$ cat config.mk
export PLATFORM = sky130hd
export DESIGN_NAME = cmdreg_top
export DESIGN_NICKNAME = d
export VERILOG_FILES = /design/src/rtl/cmdreg_pkg.sv /design/src/rtl/cmdreg_decode.sv /design/src/rtl/cmdreg_seq.sv /design/src/rtl/cmdreg_fanout.sv /design/src/rtl/cmdreg_top.sv
export SDC_FILE = /design/constraint.sdc
export NUM_CORES = 1
export LEC_CHECK = 0
export ABC_AREA = 1
export BUFFER_PORTS_ARGS = -buffer_cell sky130_fd_sc_hd__buf_2
export CORE_ASPECT_RATIO = 0.9
export CORE_MARGIN = 3
export CORE_UTILIZATION = 40
export DETAILED_ROUTE_END_ITERATION = 12
export PLACE_DENSITY = 0.66
export SKIP_LAST_GASP = 1
export SLEW_MARGIN = 20
export SYNTH_ARGS = -nofsm -noshare
export SYNTH_HDL_FRONTEND = slang
export SYNTH_HIERARCHICAL = 1
export SYNTH_SLANG_ARGS = --single-unit
$ cat constraint.sdc
create_clock -name clk -period 1.6 [get_ports clk]
set_input_delay 0.16 -clock clk [delete_from_list [all_inputs] [get_ports clk]]
set_output_delay 0.16 -clock clk [all_outputs]
set_load 0.02 [all_outputs]
$ cat src/rtl/cmdreg_pkg.sv
// Shared field positions and sequencer states for the command register.
// Assumes a 16-bit command word with the opcode in the top byte.
package cmdreg_pkg;
    localparam int WORD_W  = 16;
    localparam int OP_LSB  = 8;
    localparam int OP_W    = 8;
    localparam int CH_LSB  = 4;
    localparam int CH_W    = 4;
    localparam int RSV_LSB = 2;
    localparam int RSV_W   = 2;
    localparam int RST_BIT = 1;
    localparam int FLG_BIT = 0;

    typedef enum logic [1:0] {
        ST_IDLE  = 2'd0,
        ST_ISSUE = 2'd1,
        ST_WAIT  = 2'd2,
        ST_RESET = 2'd3
    } seq_state_t;
endpackage

$ cat src/rtl/cmdreg_decode.sv
// Checks that a written word is a well-formed command.
// Assumes NUM_CH is at most 2**CH_W; a reset word skips the channel check.
module cmdreg_decode
    import cmdreg_pkg::*;
#(
    parameter int NUM_CH = 4
) (
    input  logic [WORD_W-1:0] word,
    output logic              cmd_ok,
    output logic              is_reset
);
    logic [CH_W-1:0] chan;
    logic            chan_ok;
    logic            rsv_clear;

    // Split the word into the fields the validity test needs.
    always_comb begin
        chan      = word[CH_LSB +: CH_W];
        rsv_clear = (word[RSV_LSB +: RSV_W] == '0);
        is_reset  = word[RST_BIT];
        chan_ok   = ({{(32-CH_W){1'b0}}, chan} < NUM_CH);
        cmd_ok    = word[FLG_BIT] && rsv_clear && (is_reset || chan_ok);
    end
endmodule

$ cat src/rtl/cmdreg_seq.sv
// Sequencer for one command: issue, wait for done or timeout, or reset run.
// Assumes accept is only raised while the sequencer is idle.
module cmdreg_seq
    import cmdreg_pkg::*;
#(
    parameter int MAX_WAIT   = 10000,
    parameter int RST_CYCLES = 8
) (
    input  logic       clk,
    input  logic       rst_n,
    input  logic       accept,
    input  logic       is_reset,
    input  logic       done_hit,
    output seq_state_t state,
    output logic       busy
);
    localparam int BIG   = (MAX_WAIT > RST_CYCLES) ? MAX_WAIT : RST_CYCLES;
    localparam int CNT_W = $clog2(BIG + 1);
    localparam logic [CNT_W-1:0] WAIT_LAST = CNT_W'(MAX_WAIT - 1);
    localparam logic [CNT_W-1:0] RST_LAST  = CNT_W'(RST_CYCLES - 1);

    logic [CNT_W-1:0] cnt;

    // Advance the command state, the shared cycle counter and the busy flag.
    always_ff @(posedge clk) begin
        if (!rst_n) begin
            state <= ST_IDLE;
            busy  <= 1'b0;
            cnt   <= '0;
        end else begin
            case (state)
                ST_IDLE: begin
                    if (accept) begin
                        busy  <= 1'b1;
                        cnt   <= '0;
                        state <= is_reset ? ST_RESET : ST_ISSUE;
                    end
                end
                ST_ISSUE, ST_WAIT: begin
                    if (done_hit || cnt == WAIT_LAST) begin
                        busy  <= 1'b0;
                        state <= ST_IDLE;
                    end else begin
                        cnt   <= cnt + 1'b1;
                        state <= ST_WAIT;
                    end
                end
                ST_RESET: begin
                    if (cnt == RST_LAST) begin
                        busy  <= 1'b0;
                        state <= ST_IDLE;
                    end else begin
                        cnt <= cnt + 1'b1;
                    end
                end
                default: state <= ST_IDLE;
            endcase
        end
    end
endmodule

$ cat src/rtl/cmdreg_fanout.sv
// Per-channel fan-out of dispatch select, reset level and done pick-up.
// Assumes chan holds an index below NUM_CH whenever a command is running.
module cmdreg_fanout
    import cmdreg_pkg::*;
#(
    parameter int NUM_CH = 4
) (
    input  seq_state_t        state,
    input  logic [CH_W-1:0]   chan,
    input  logic [NUM_CH-1:0] ch_done,
    output logic [NUM_CH-1:0] disp_sel,
    output logic [NUM_CH-1:0] ch_reset,
    output logic              done_hit
);
    logic              issuing;
    logic              running;
    logic              resetting;
    logic [NUM_CH-1:0] hit;

    // Decode the phases the channel lanes care about.
    always_comb begin
        issuing   = (state == ST_ISSUE);
        running   = (state == ST_ISSUE) || (state == ST_WAIT);
        resetting = (state == ST_RESET);
    end

    for (genvar i = 0; i < NUM_CH; i++) begin : g_lane
        logic picked;
        // Drive one lane from the stored channel number.
        always_comb begin
            picked      = (chan == CH_W'(i));
            disp_sel[i] = issuing && picked;
            ch_reset[i] = resetting;
            hit[i]      = running && picked && ch_done[i];
        end
    end

    // Only the selected lane may finish the command.
    always_comb done_hit = |hit;
endmodule

$ cat src/rtl/cmdreg_top.sv
// Host command register: stores an accepted word and exposes the live flag.
// Assumes the host polls rd_data[0] and writes only whole 16-bit words.
module cmdreg_top
    import cmdreg_pkg::*;
#(
    parameter int NUM_CH     = 4,
    parameter int MAX_WAIT   = 10000,
    parameter int RST_CYCLES = 8
) (
    input  logic              clk,
    input  logic              rst_n,
    input  logic              wr_en,
    input  logic [15:0]       wr_data,
    output logic [15:0]       rd_data,
    output logic              disp_valid,
    output logic [7:0]        disp_opcode,
    output logic [NUM_CH-1:0] disp_sel,
    input  logic [NUM_CH-1:0] ch_done,
    output logic [NUM_CH-1:0] ch_reset
);
    logic              cmd_ok;
    logic              is_reset;
    logic              accept;
    logic              busy;
    logic              done_hit;
    seq_state_t        state;
    logic [WORD_W-1:1] stored;

    cmdreg_decode #(.NUM_CH(NUM_CH)) u_dec (
        .word     (wr_data),
        .cmd_ok   (cmd_ok),
        .is_reset (is_reset)
    );

    // A write counts only when it is well formed and nothing is running.
    always_comb accept = wr_en && cmd_ok && !busy;

    cmdreg_seq #(.MAX_WAIT(MAX_WAIT), .RST_CYCLES(RST_CYCLES)) u_seq (
        .clk      (clk),
        .rst_n    (rst_n),
        .accept   (accept),
        .is_reset (is_reset),
        .done_hit (done_hit),
        .state    (state),
        .busy     (busy)
    );

    cmdreg_fanout #(.NUM_CH(NUM_CH)) u_fan (
        .state    (state),
        .chan     (stored[CH_LSB +: CH_W]),
        .ch_done  (ch_done),
        .disp_sel (disp_sel),
        .ch_reset (ch_reset),
        .done_hit (done_hit)
    );

    // Hold the fields of the last accepted command.
    always_ff @(posedge clk) begin
        if (!rst_n) stored <= '0;
        else if (accept) stored <= wr_data[WORD_W-1:1];
    end

    // Present readback and the dispatch payload.
    always_comb begin
        rd_data     = {stored, busy};
        disp_valid  = (state == ST_ISSUE);
        disp_opcode = stored[OP_LSB +: OP_W];
    end
endmodule

==> flow_metrics.env, run 1 <==
export IMPL_drtAntennaViolNets=0
export IMPL_final_layout_size_suffix_gt1_share_pct=28.1
export IMPL_required_ps=1810
export IMPL_wl_microns=5080
export IMPL_finalHoldViolCount=0
export IMPL_n_fill_cell=503
export IMPL_rr_worst_depth=12
export IMPL_port_buffers=55
export IMPL_hold_path_class="primary input to flop"
export IMPL_cp_end_kind="flop"
export IMPL_setup_viol=0
export IMPL_hold_depth=3
export IMPL_synth_area_leaders="dfxtp_1, nand2_1, nor2_1, inv_1, nand3_1"
export IMPL_status="finished clean"
export IMPL_grt_max_degree=31
export IMPL_cp_max_fo=11
export IMPL_root_buffer="clkbuf_8"
export IMPL_period_share_pct=98.3
export IMPL_skew_ps=5.31
export IMPL_first_global_vias=1908
export IMPL_synth_top_cell_by_area="dfxtp_1"
export IMPL_area_growth_pct=27.8
export IMPL_drv_slew=0
export IMPL_htreeDepth=2
export IMPL_antenna_found_initial=0
export IMPL_vias_per_cell=4.61
export IMPL_n_antenna_cell=0
export IMPL_synth_area_sq_mm=0.00210
export IMPL_ys_warn_count=6
export IMPL_die_h_microns=74.7
export IMPL_grt_pass1_wl_microns=8470
export IMPL_utilization_pct=54.1
export IMPL_synthCells=351
export IMPL_syn_nets=380
export IMPL_numCtsBuffers=5
export IMPL_gp_congestion=0.953
export IMPL_finalNonFillerCells=474
export IMPL_powerDensity_mw_per_mm2=1190
export IMPL_path_class="flop to flop"
export IMPL_drc=0
export IMPL_clock_latency_ps=280
export IMPL_path_clk_slew_ps=70
export IMPL_irDropWorstVdd_v=0.000510
export IMPL_nets=437
export IMPL_tritoncts="done"
export IMPL_cts_buffer_depth=2
export IMPL_start_util_pct=42.3
export IMPL_synth_top_area_share_pct=30.6
export IMPL_fmax_mhz=636
export IMPL_leakagePower_nw=1.33
export IMPL_grt_use_total_pct=17.5
export IMPL_dieWidth_microns=82.3
export IMPL_slew_limit_headroom_pct=65.1
export IMPL_arrival_ps=1780
export IMPL_ys_ff_latch=32
export IMPL_seq_area_frac_synth_pct=30.6
export IMPL_worst_pin_slew_ps=522
export IMPL_num_rows=24
export IMPL_io_pins=56
export IMPL_hpwl_microns=3720
export IMPL_vias=2183
export IMPL_overflow=0
export IMPL_final_min_clock_period_ps=1570
export IMPL_dieArea_sq_mm=0.00615
export IMPL_start_kind="flop"
export IMPL_wl_per_cell_microns=10.7
export IMPL_setup_tns_ps=0
export IMPL_rsz0062_at_grt="yes"
export IMPL_clock_sinks=32
export IMPL_maxCapViolations=0
export IMPL_cts_hold_buf=0
export IMPL_core_area_sq_mm=0.00495
export IMPL_dp_cells=465
export IMPL_drt_iter0_drc=76
export IMPL_synth_distinct_cells=26
export IMPL_firstDrtPassIters=5
export IMPL_synth_area_per_cell_sq_um=5.97
logic make-up (layout without fill, tap and decap cells):
| family | Yosys count | in the layout | share of synthesized area [%] |
|---|---|---|---|
| buffers and inverters | 72 | 130 | 16.8 |
| AO/OA/AOI/OAI | 20 | 20 | 4.90 |
| flip-flops | 32 | 32 | 30.6 |
| AND/OR/NAND/NOR | 221 | 221 | 44.1 |
| adder cells (fa/ha/maj) | 6 | 6 | 3.58 |
metrics by stage:
step	setup WS, ps	total power [mW]	instance area [sq um]	hold WS (ps)
CTS	9.57	3.08	2610	93.4
global placement	-27.4	2.18	2440	382
finish	27.8	3.19	2680	101
global route	-88.0	3.41	2680	99.7
detailed placement	-47.2	2.18	2440	389
floorplan	27.9	1.80	2100	280
metal layers:
metal  share of wire [%]  GRT usage [%]  vias to the layer above
li1                    -              -                     1175
met1                  48           23.8                      947
met2                  45           27.0                       53
met3                 5.8           4.78                        8
met4                 1.4           5.72                        0
met5                   0              0                        -
power by group:
group | total (mW) | internal, mW | switching, mW | leakage [nW]
clock network | 0.753 | 0.462 | 0.291 | 0.0552
logic | 1.53 | 0.573 | 0.952 | 1.01
registers | 0.911 | 0.864 | 0.0471 | 0.260
cell usage after synthesis, drive strengths merged:
master	instances
nand2	108
nor2	76
inv	48
dfxtp	32
nand3	24
buf	21
a21oi	17
nand4	7
ha	6
clkbuf	2
nor3	2
o21ai	2
clkinv	1
nand3b	1
nor3b	1
nor4	1
o21bai	1
or2	1
cell usage in the layout (no fill, tap or decap), types with 3 or more instances in the layout:
cell type and instances:
ha_1 3, dfxtp_2 3, clkbuf_8 5, buf_4 16
inv_1 44, a21oi_1 14, buf_2 55, nand4_1 7
nand3_1 15, nor2_2 5, inv_2 3, nor2_1 70
a21oi_2 3, nand2_1 104, nand3_2 9, dfxtp_1 29
state kept, by name (all words and copies together) (netlist names):
name and count:
stored 15, u_seq/busy 1, u_seq/cnt 14, u_seq/state 2
critical path: stages, from the launching register on:
cell and delay (ps):
dfxtp_2 360, ha_4 140, nand2_1 90, inv_2 90, nand2_1 60, nor2_2 120, nand3_2 90, nand2_2 120
inv_4 70, buf_12 150, nand3_1 70, nand2_1 50, a21oi_1 100
area by class of cell:
cell class / count / area [sq um] / share of cell area (%)
flip-flops and latches: 32 / 644 / 24.1
repair buffers: 73 / 435 / 16.3
inverters: 49 / 189 / 7.05
clock buffers: 6 / 72.6 / 2.71
multi-input cells: 247 / 1220 / 45.6
well taps: 65 / 81.3 / 3.04
clock inverters: 2 / 35.0 / 1.31
final timing paths:
path	from	slack, ps	to
max	u_seq/cnt[1]	30	u_seq/cnt[9]
min reg2reg	stored[2]	520	stored[2]
min	wr_data[9]	100	stored[9]
max reg2reg	u_seq/cnt[1]	30	u_seq/cnt[9]
repair_timing:
| item | CTS | global route |
|---|---|---|
| pin swaps | 10 | 11 |
| resized for setup | 14 | 18 |
| hold endpoints to repair | 0 | 0 |
| gates cloned | 0 | 0 |
| setup buffers | 0 | 1 |
| endpoints found under the setup margin | 14 | 16 |
Power figures use the tool's default switching activity.
==> run 2: changes to the inputs <==
Settings changed: SYNTH_HIERARCHICAL 1 to unset.
==> run 2 against run 1 <==
Synthesized area fell by 5.4%. First-iteration DRC count up 83%. Non-clock buffer count grew 9. Sequential power up 24%. Largest power group unchanged. Cell area is 1.6% lower. Clock skew is 3.8 ps higher. Largest cell class unchanged. Synthesized cell count shrank 16%. Sequential cell count did not move. Die area down 5.0%. Wire length rose by 2.2%. Global-route usage is 0.63 points higher.
==> flow_metrics.env, run 2 <==
export IMPL_die_h_microns=72.8
export IMPL_final_cell_mix="nor2_1, buf_2, nand2_1"
export IMPL_tritoncts="done"
export IMPL_cp_top_family="buffers and inverters"
export IMPL_worst_pin_slew_ps=446
export IMPL_powerDensity_mw_per_mm2=1610
export IMPL_root_buffer="clkbuf_8"
export IMPL_cts_hold_buf=0
export IMPL_port_buffers=55
export IMPL_arrival_ps=1390
export IMPL_n_antenna_cell=0
export IMPL_seq_area_frac_synth_pct=32.3
export IMPL_largest_register_ffs=15
export IMPL_cp_cell_sequence="inv_2 > ha_2 > inv_1 > nor4_2 > buf_4"
export IMPL_yosysMostFrequentCell="nor2_1"
export IMPL_skew_ps=9.09
export IMPL_pwr_share_seq_pct=26.5
export IMPL_switching_power_mw=1.84
export IMPL_rsz0062_at_grt="yes"
export IMPL_status="finished clean"
export IMPL_maxCapViolations=0
export IMPL_start_kind="flop"
export IMPL_first_global_vias=1861
export IMPL_wl_met3_microns=275
export IMPL_wl_met2_microns=2380
export IMPL_wl_met1_microns=2470
export IMPL_cp_end_kind="output port"
export IMPL_numCtsBuffers=5
export IMPL_hold_path_class="primary input to flop"
export IMPL_antenna_found_initial=0
export IMPL_comb_power_share_pct=55.1
export IMPL_final_layout_size_suffix_gt1_share_pct=35.6
export IMPL_clock_sinks=32
export IMPL_synth_area_per_cell_sq_um=6.70
export IMPL_slew_limit_headroom_pct=70.2
export IMPL_synth_distinct_cells=28
export IMPL_synth_area_mux_share_pct=0
export IMPL_path_class="flop to output port"
export IMPL_cts_buffer_depth=2
export IMPL_overflow=0
export IMPL_power_total_mw=4.25
export IMPL_dieWidth_microns=80.2
export IMPL_dp_slack_ps=-61.4
export IMPL_start_util_pct=43.0
export IMPL_internal_power_mw=2.41
export IMPL_synthSimpleGateAreaFrac_pct=40.7
export IMPL_setup_viol=0
export IMPL_ys_top_cells_by_count="nor2_1, nand2_1, dfxtp_1, inv_1, nand3_1"
export IMPL_sw_frac_of_total_pct=43.4
export IMPL_synth_xor_area_share_pct=1.33
export IMPL_firstDrtPassIters=4
export IMPL_clock_latency_ps=290
export IMPL_io_pins=56
export IMPL_drv_slew=0
export IMPL_dieArea_sq_mm=0.00584
export IMPL_finalNonFillerCells=427
export IMPL_ys_flop_type="dfxtp_1"
export IMPL_gp_congestion=0.921
export IMPL_synth_area_sq_mm=0.00198
export IMPL_fmax_mhz=646
export IMPL_synth_fa_ha_area_share_pct=3.16
export IMPL_synth_top_family_by_area="simple AND/OR/NAND/NOR gates"
export IMPL_vias=2044
export IMPL_path_clk_slew_ps=70
export IMPL_synth_edf_count=0
export IMPL_irDropWorstVdd_v=0.000853
export IMPL_synth_compound_area_share_pct=8.78
export IMPL_finalHoldViolCount=0
export IMPL_grt_pass1_wl_microns=8430
export IMPL_drtAntennaViolNets=0
export IMPL_nets=392
export IMPL_pwr_share_clk_pct=18.4
export IMPL_ys_ff_latch=32
export IMPL_drt_iter0_drc=139
export IMPL_area_growth_pct=33.0
export IMPL_synth_area_leaders="dfxtp_1, nor2_1, nand2_1, nand3_1, inv_1"
export IMPL_final_min_clock_period_ps=1550
export IMPL_cp_max_fo=4
export IMPL_vias_per_cell=4.79
export IMPL_cp_slowest_cell="dfxtp_1"
export IMPL_final_common_cell="nor2_1"
export IMPL_required_ps=1440
export IMPL_grt_max_degree=28
export IMPL_dp_cells=413
export IMPL_wl_per_cell_microns=12.2
export IMPL_crit_buf_inv=3
export IMPL_async_flop_share_pct=0
export IMPL_slowest_delay_ps=320
export IMPL_syn_nets=324
export IMPL_ys_warn_count=0
export IMPL_fin_ws_ps=51.2
export IMPL_top_layer_used="met4"
export IMPL_wl_microns=5200
export IMPL_num_rows=23
export IMPL_grt_use_total_pct=18.2
export IMPL_reg_largest_list="stored x15, u_seq.cnt x14, u_seq.state x2"
export IMPL_synth_top_cell_by_area="dfxtp_1"
export IMPL_core_area_sq_mm=0.00460
export IMPL_hpwl_microns=3830
export IMPL_synth_top_area_share_pct=32.3
export IMPL_period_share_pct=96.8
export IMPL_drc=0
export IMPL_regMostFlops="stored"
export IMPL_synthCells=296
export IMPL_leakagePower_nw=1.31
export IMPL_htreeDepth=2
run 2: cell count changes after synthesis, moves of 2 or more:
cell,change
nand2_1,-53
a21oi_1,-6
buf_4,-2
nand4_1,-2
inv_2,+3
nand3_2,+5
nor3_2,+3
nand3_1,+5
inv_1,-19
xor2_1,+3
o21ai_0,+17
nand2_2,-2
nor2_1,-7
run 2: timing repair:
item                                    CTS  global route
resized for setup                         6            23
pin swaps                                 1             9
endpoints found under the setup margin   11            17
buffers inserted                          0             6
run 2: cell families after synthesis:
logic type	Yosys count
XOR/XNOR	3
flip-flops	32
AND/OR/NAND/NOR	171
AO/OA/AOI/OAI	32
adder cells (fa/ha/maj)	5
buffers and inverters	53
run 2: area by class of cell:
class,instances,area [sq um]
Clock buffer,5,68.8
Clock inverter,3,42.5
Fill cell,448,1970
Inverter,32,128
Multi-Input combinational cell,211,1150
Sequential cell,32,653
Tap cell,62,77.6
Timing Repair Buffer,82,518
run 2: through the flow:
step | TNS, ps | util, % | cell area, sq um | hold WS, ps
after floorplan | 0 | - | 1990 | 322
after global placement | -64.0 | 51.5 | 2370 | 407
after detailed placement | -360 | 51.5 | 2370 | 419
after CTS | 0 | 54.3 | 2500 | 112
after global routing | -403 | 57.2 | 2640 | 136
final | 0 | 57.2 | 2640 | 117
run 2: path summary, 6_finish.rpt:
| check | from | endpoint | slack [ps] | depth (start not counted) |
|---|---|---|---|---|
| setup / recovery | u_seq.state[1] | disp_sel[3] | 50 | 5 |
| hold / removal | wr_data[12] | stored[12] | 120 | 3 |
| setup reg to reg | u_seq.cnt[1] | u_seq.cnt[12] | 60 | 12 |
| hold reg to reg | stored[3] | stored[3] | 430 | 2 |
run 2: worst reg2reg max path, stage by stage, from the launching register on:
cell	delay, ps
dfxtp_4	370
ha_4	150
nand2_4	80
inv_2	70
nand3_1	80
nor2_2	110
nand3_1	90
nand2_2	100
inv_6	70
buf_4	150
nand3_2	60
nand2_1	50
nor2_1	120
run 2: per-layer routing:
metal,vias to the layer above,global-route usage [%]
met5,-,0
met4,0,6.94
met3,5,3.09
met2,52,28.8
met1,921,24.7
li1,1066,-
run 2: power by group through the flow:
stage / clock network (mW) / registers, mW / logic (mW)
global placement: 0 / 1.10 / 2.08
finish: 0.783 / 1.13 / 2.34
detailed placement: 0 / 1.11 / 2.11
floorplan: 0 / 1.11 / 1.46
global route: 0.838 / 1.15 / 2.65
CTS: 0.804 / 1.10 / 2.18
==> run 3: changes to the inputs <==
Settings changed: MAX_ROUTING_LAYER set to met4, REMOVE_ABC_BUFFERS set to 1.
==> run 3 against run 2 <==
Die area unchanged. Via count up 0.93%. Combinational power hardly changed. Sequential power about the same. Critical endpoint is now u_seq.cnt[13]. Hold slack better by 8.4 ps. Sequential share of layout area is 0.49 points higher. Sequential cell count unchanged. Wire length is 3.4% higher. Non-clock buffer count shrank 4. Setup slack gained 8.3 ps.
==> flow_metrics.env, run 3 (synthesized netlist as in run 2, its figures left out) <==
export IMPL_grt_use_total_pct=19.6
export IMPL_root_buffer="clkbuf_8"
export IMPL_period_share_pct=96.3
export IMPL_vias_per_cell=4.87
export IMPL_wl_per_cell_microns=12.7
export IMPL_pwr_share_clk_pct=18.4
export IMPL_drt_iter0_drc=148
export IMPL_vias=2063
export IMPL_rsz0062_at_grt="yes"
export IMPL_drtAntennaViolNets=0
export IMPL_switching_power_mw=1.89
export IMPL_internal_power_mw=2.38
export IMPL_sw_frac_of_total_pct=44.2
export IMPL_hpwl_microns=3890
export IMPL_n_fill_cell=451
export IMPL_firstDrtPassIters=5
export IMPL_required_ps=1830
export IMPL_start_util_pct=43.0
export IMPL_slew_limit_headroom_pct=68.0
export IMPL_pwr_share_seq_pct=26.9
export IMPL_regMostFlops="stored"
export IMPL_cp_max_fo=8
export IMPL_powerDensity_mw_per_mm2=1650
export IMPL_arrival_ps=1770
export IMPL_tritoncts="done"
export IMPL_fmax_mhz=649
export IMPL_setup_tns_ps=0
export IMPL_nets=389
export IMPL_dp_cells=410
export IMPL_final_layout_size_suffix_gt1_share_pct=37.3
export IMPL_overflow=0
export IMPL_leakagePower_nw=1.26
export IMPL_first_global_vias=1943
export IMPL_hold_path_class="primary input to flop"
export IMPL_worst_pin_slew_ps=480
export IMPL_finalNonFillerCells=424
export IMPL_area_growth_pct=31.1
export IMPL_cp_end_kind="flop"
export IMPL_num_rows=23
export IMPL_io_pins=56
export IMPL_antenna_found_initial=0
export IMPL_n_antenna_cell=0
export IMPL_core_area_sq_mm=0.00460
export IMPL_reg_largest_list="stored x15, u_seq.cnt x14, u_seq.state x2"
export IMPL_cts_hold_buf=0
export IMPL_setup_viol=0
export IMPL_numCtsBuffers=5
export IMPL_skew_ps=8.84
export IMPL_hold_ws_ps=125
export IMPL_clock_sinks=32
export IMPL_final_min_clock_period_ps=1540
export IMPL_clock_latency_ps=290
export IMPL_path_class="flop to flop"
export IMPL_irDropWorstVdd_v=0.000969
export IMPL_wl_microns=5370
export IMPL_drc=0
export IMPL_dieWidth_microns=80.2
export IMPL_port_buffers=55
export IMPL_gp_congestion=0.889
export IMPL_grt_max_degree=28
export IMPL_comb_power_share_pct=54.6
export IMPL_finalHoldViolCount=0
export IMPL_final_cell_mix="nor2_1, buf_2, nand2_1"
export IMPL_start_kind="flop"
export IMPL_die_h_microns=72.8
export IMPL_maxCapViolations=0
export IMPL_cts_buffer_depth=2
export IMPL_status="finished clean"
export IMPL_drv_slew=0
export IMPL_dieArea_sq_mm=0.00584
export IMPL_htreeDepth=2
export IMPL_largest_register_ffs=15
export IMPL_utilization_pct=56.4
export IMPL_path_clk_slew_ps=70
export IMPL_grt_pass1_wl_microns=8800
-- run 3: changes by cell type in the layout (fill, tap and decap cells not counted), moves of 3 or more --
cell / before / now
buf_4: 25 / 18
nor2_2: 7 / 12
nand2_2: 2 / 5
nor2_1: 61 / 55
-- run 3: worst max-delay path, stage by stage, from the launching register on --
cell and delay [ps]:
dfxtp_2 350, ha_4 150, nand2_4 80, inv_2 80
nand3_2 80, nor2_4 130, nand3_2 80, nand2_2 90
inv_4 70, buf_4 150, nand3_2 60, nand2_1 50
nor2_1 90
-- run 3: power by group through the flow --
stage	Combinational, mW	Clock [mW]	Sequential (mW)
finish	2.34	0.787	1.15
global route	2.59	0.842	1.17
CTS	2.05	0.801	1.11
detailed placement	1.99	0	1.12
global placement	1.96	0	1.12
floorplan	1.28	0	1.14
-- run 3: per-layer routing --
layer / GRT usage, % / vias to the layer above / routed length (microns) / share of wire, %
li1: - / 1058 / - / -
met1: 24.9 / 947 / 2500 / 46
met2: 31.2 / 48 / 2520 / 47
met3: 3.83 / 10 / 270 / 5.0
met4: 6.57 / 0 / 89 / 1.7
met5: - / - / 0 / 0
-- run 3: cell type report --
cell class	count	area, sq um	area share (%)
inverters	32	125	4.81
multi-input cells	212	1150	44.2
flip-flops and latches	32	657	25.3
clock inverters	3	42.5	1.64
well taps	62	77.6	2.99
repair buffers	78	478	18.4
clock buffers	5	68.8	2.65
-- run 3: through the flow --
step / area (sq um) / total power [mW] / worst slack, ps
finish: 2600 / 4.28 / 59.4
global route: 2600 / 4.61 / -60.1
CTS: 2450 / 3.96 / 4.13
detailed placement: 2330 / 3.11 / -21.7
global placement: 2330 / 3.08 / 36.5
floorplan: 1830 / 2.42 / -205
-- run 3: final timing paths --
path / from / end / slack [ps] / depth (start not counted)
max: u_seq.cnt[0] / u_seq.cnt[13] / 60 / 12
min: wr_data[14] / stored[14] / 120 / 3
max reg2reg: u_seq.cnt[0] / u_seq.cnt[13] / 60 / 12
min reg2reg: stored[3] / stored[3] / 440 / 2
-- run 3: repair_timing --
action,in CTS,in global routing
pin swaps,1,11
resized for setup,3,34
endpoints found under the setup margin,11,18
buffers inserted,0,5
cloned,1,0
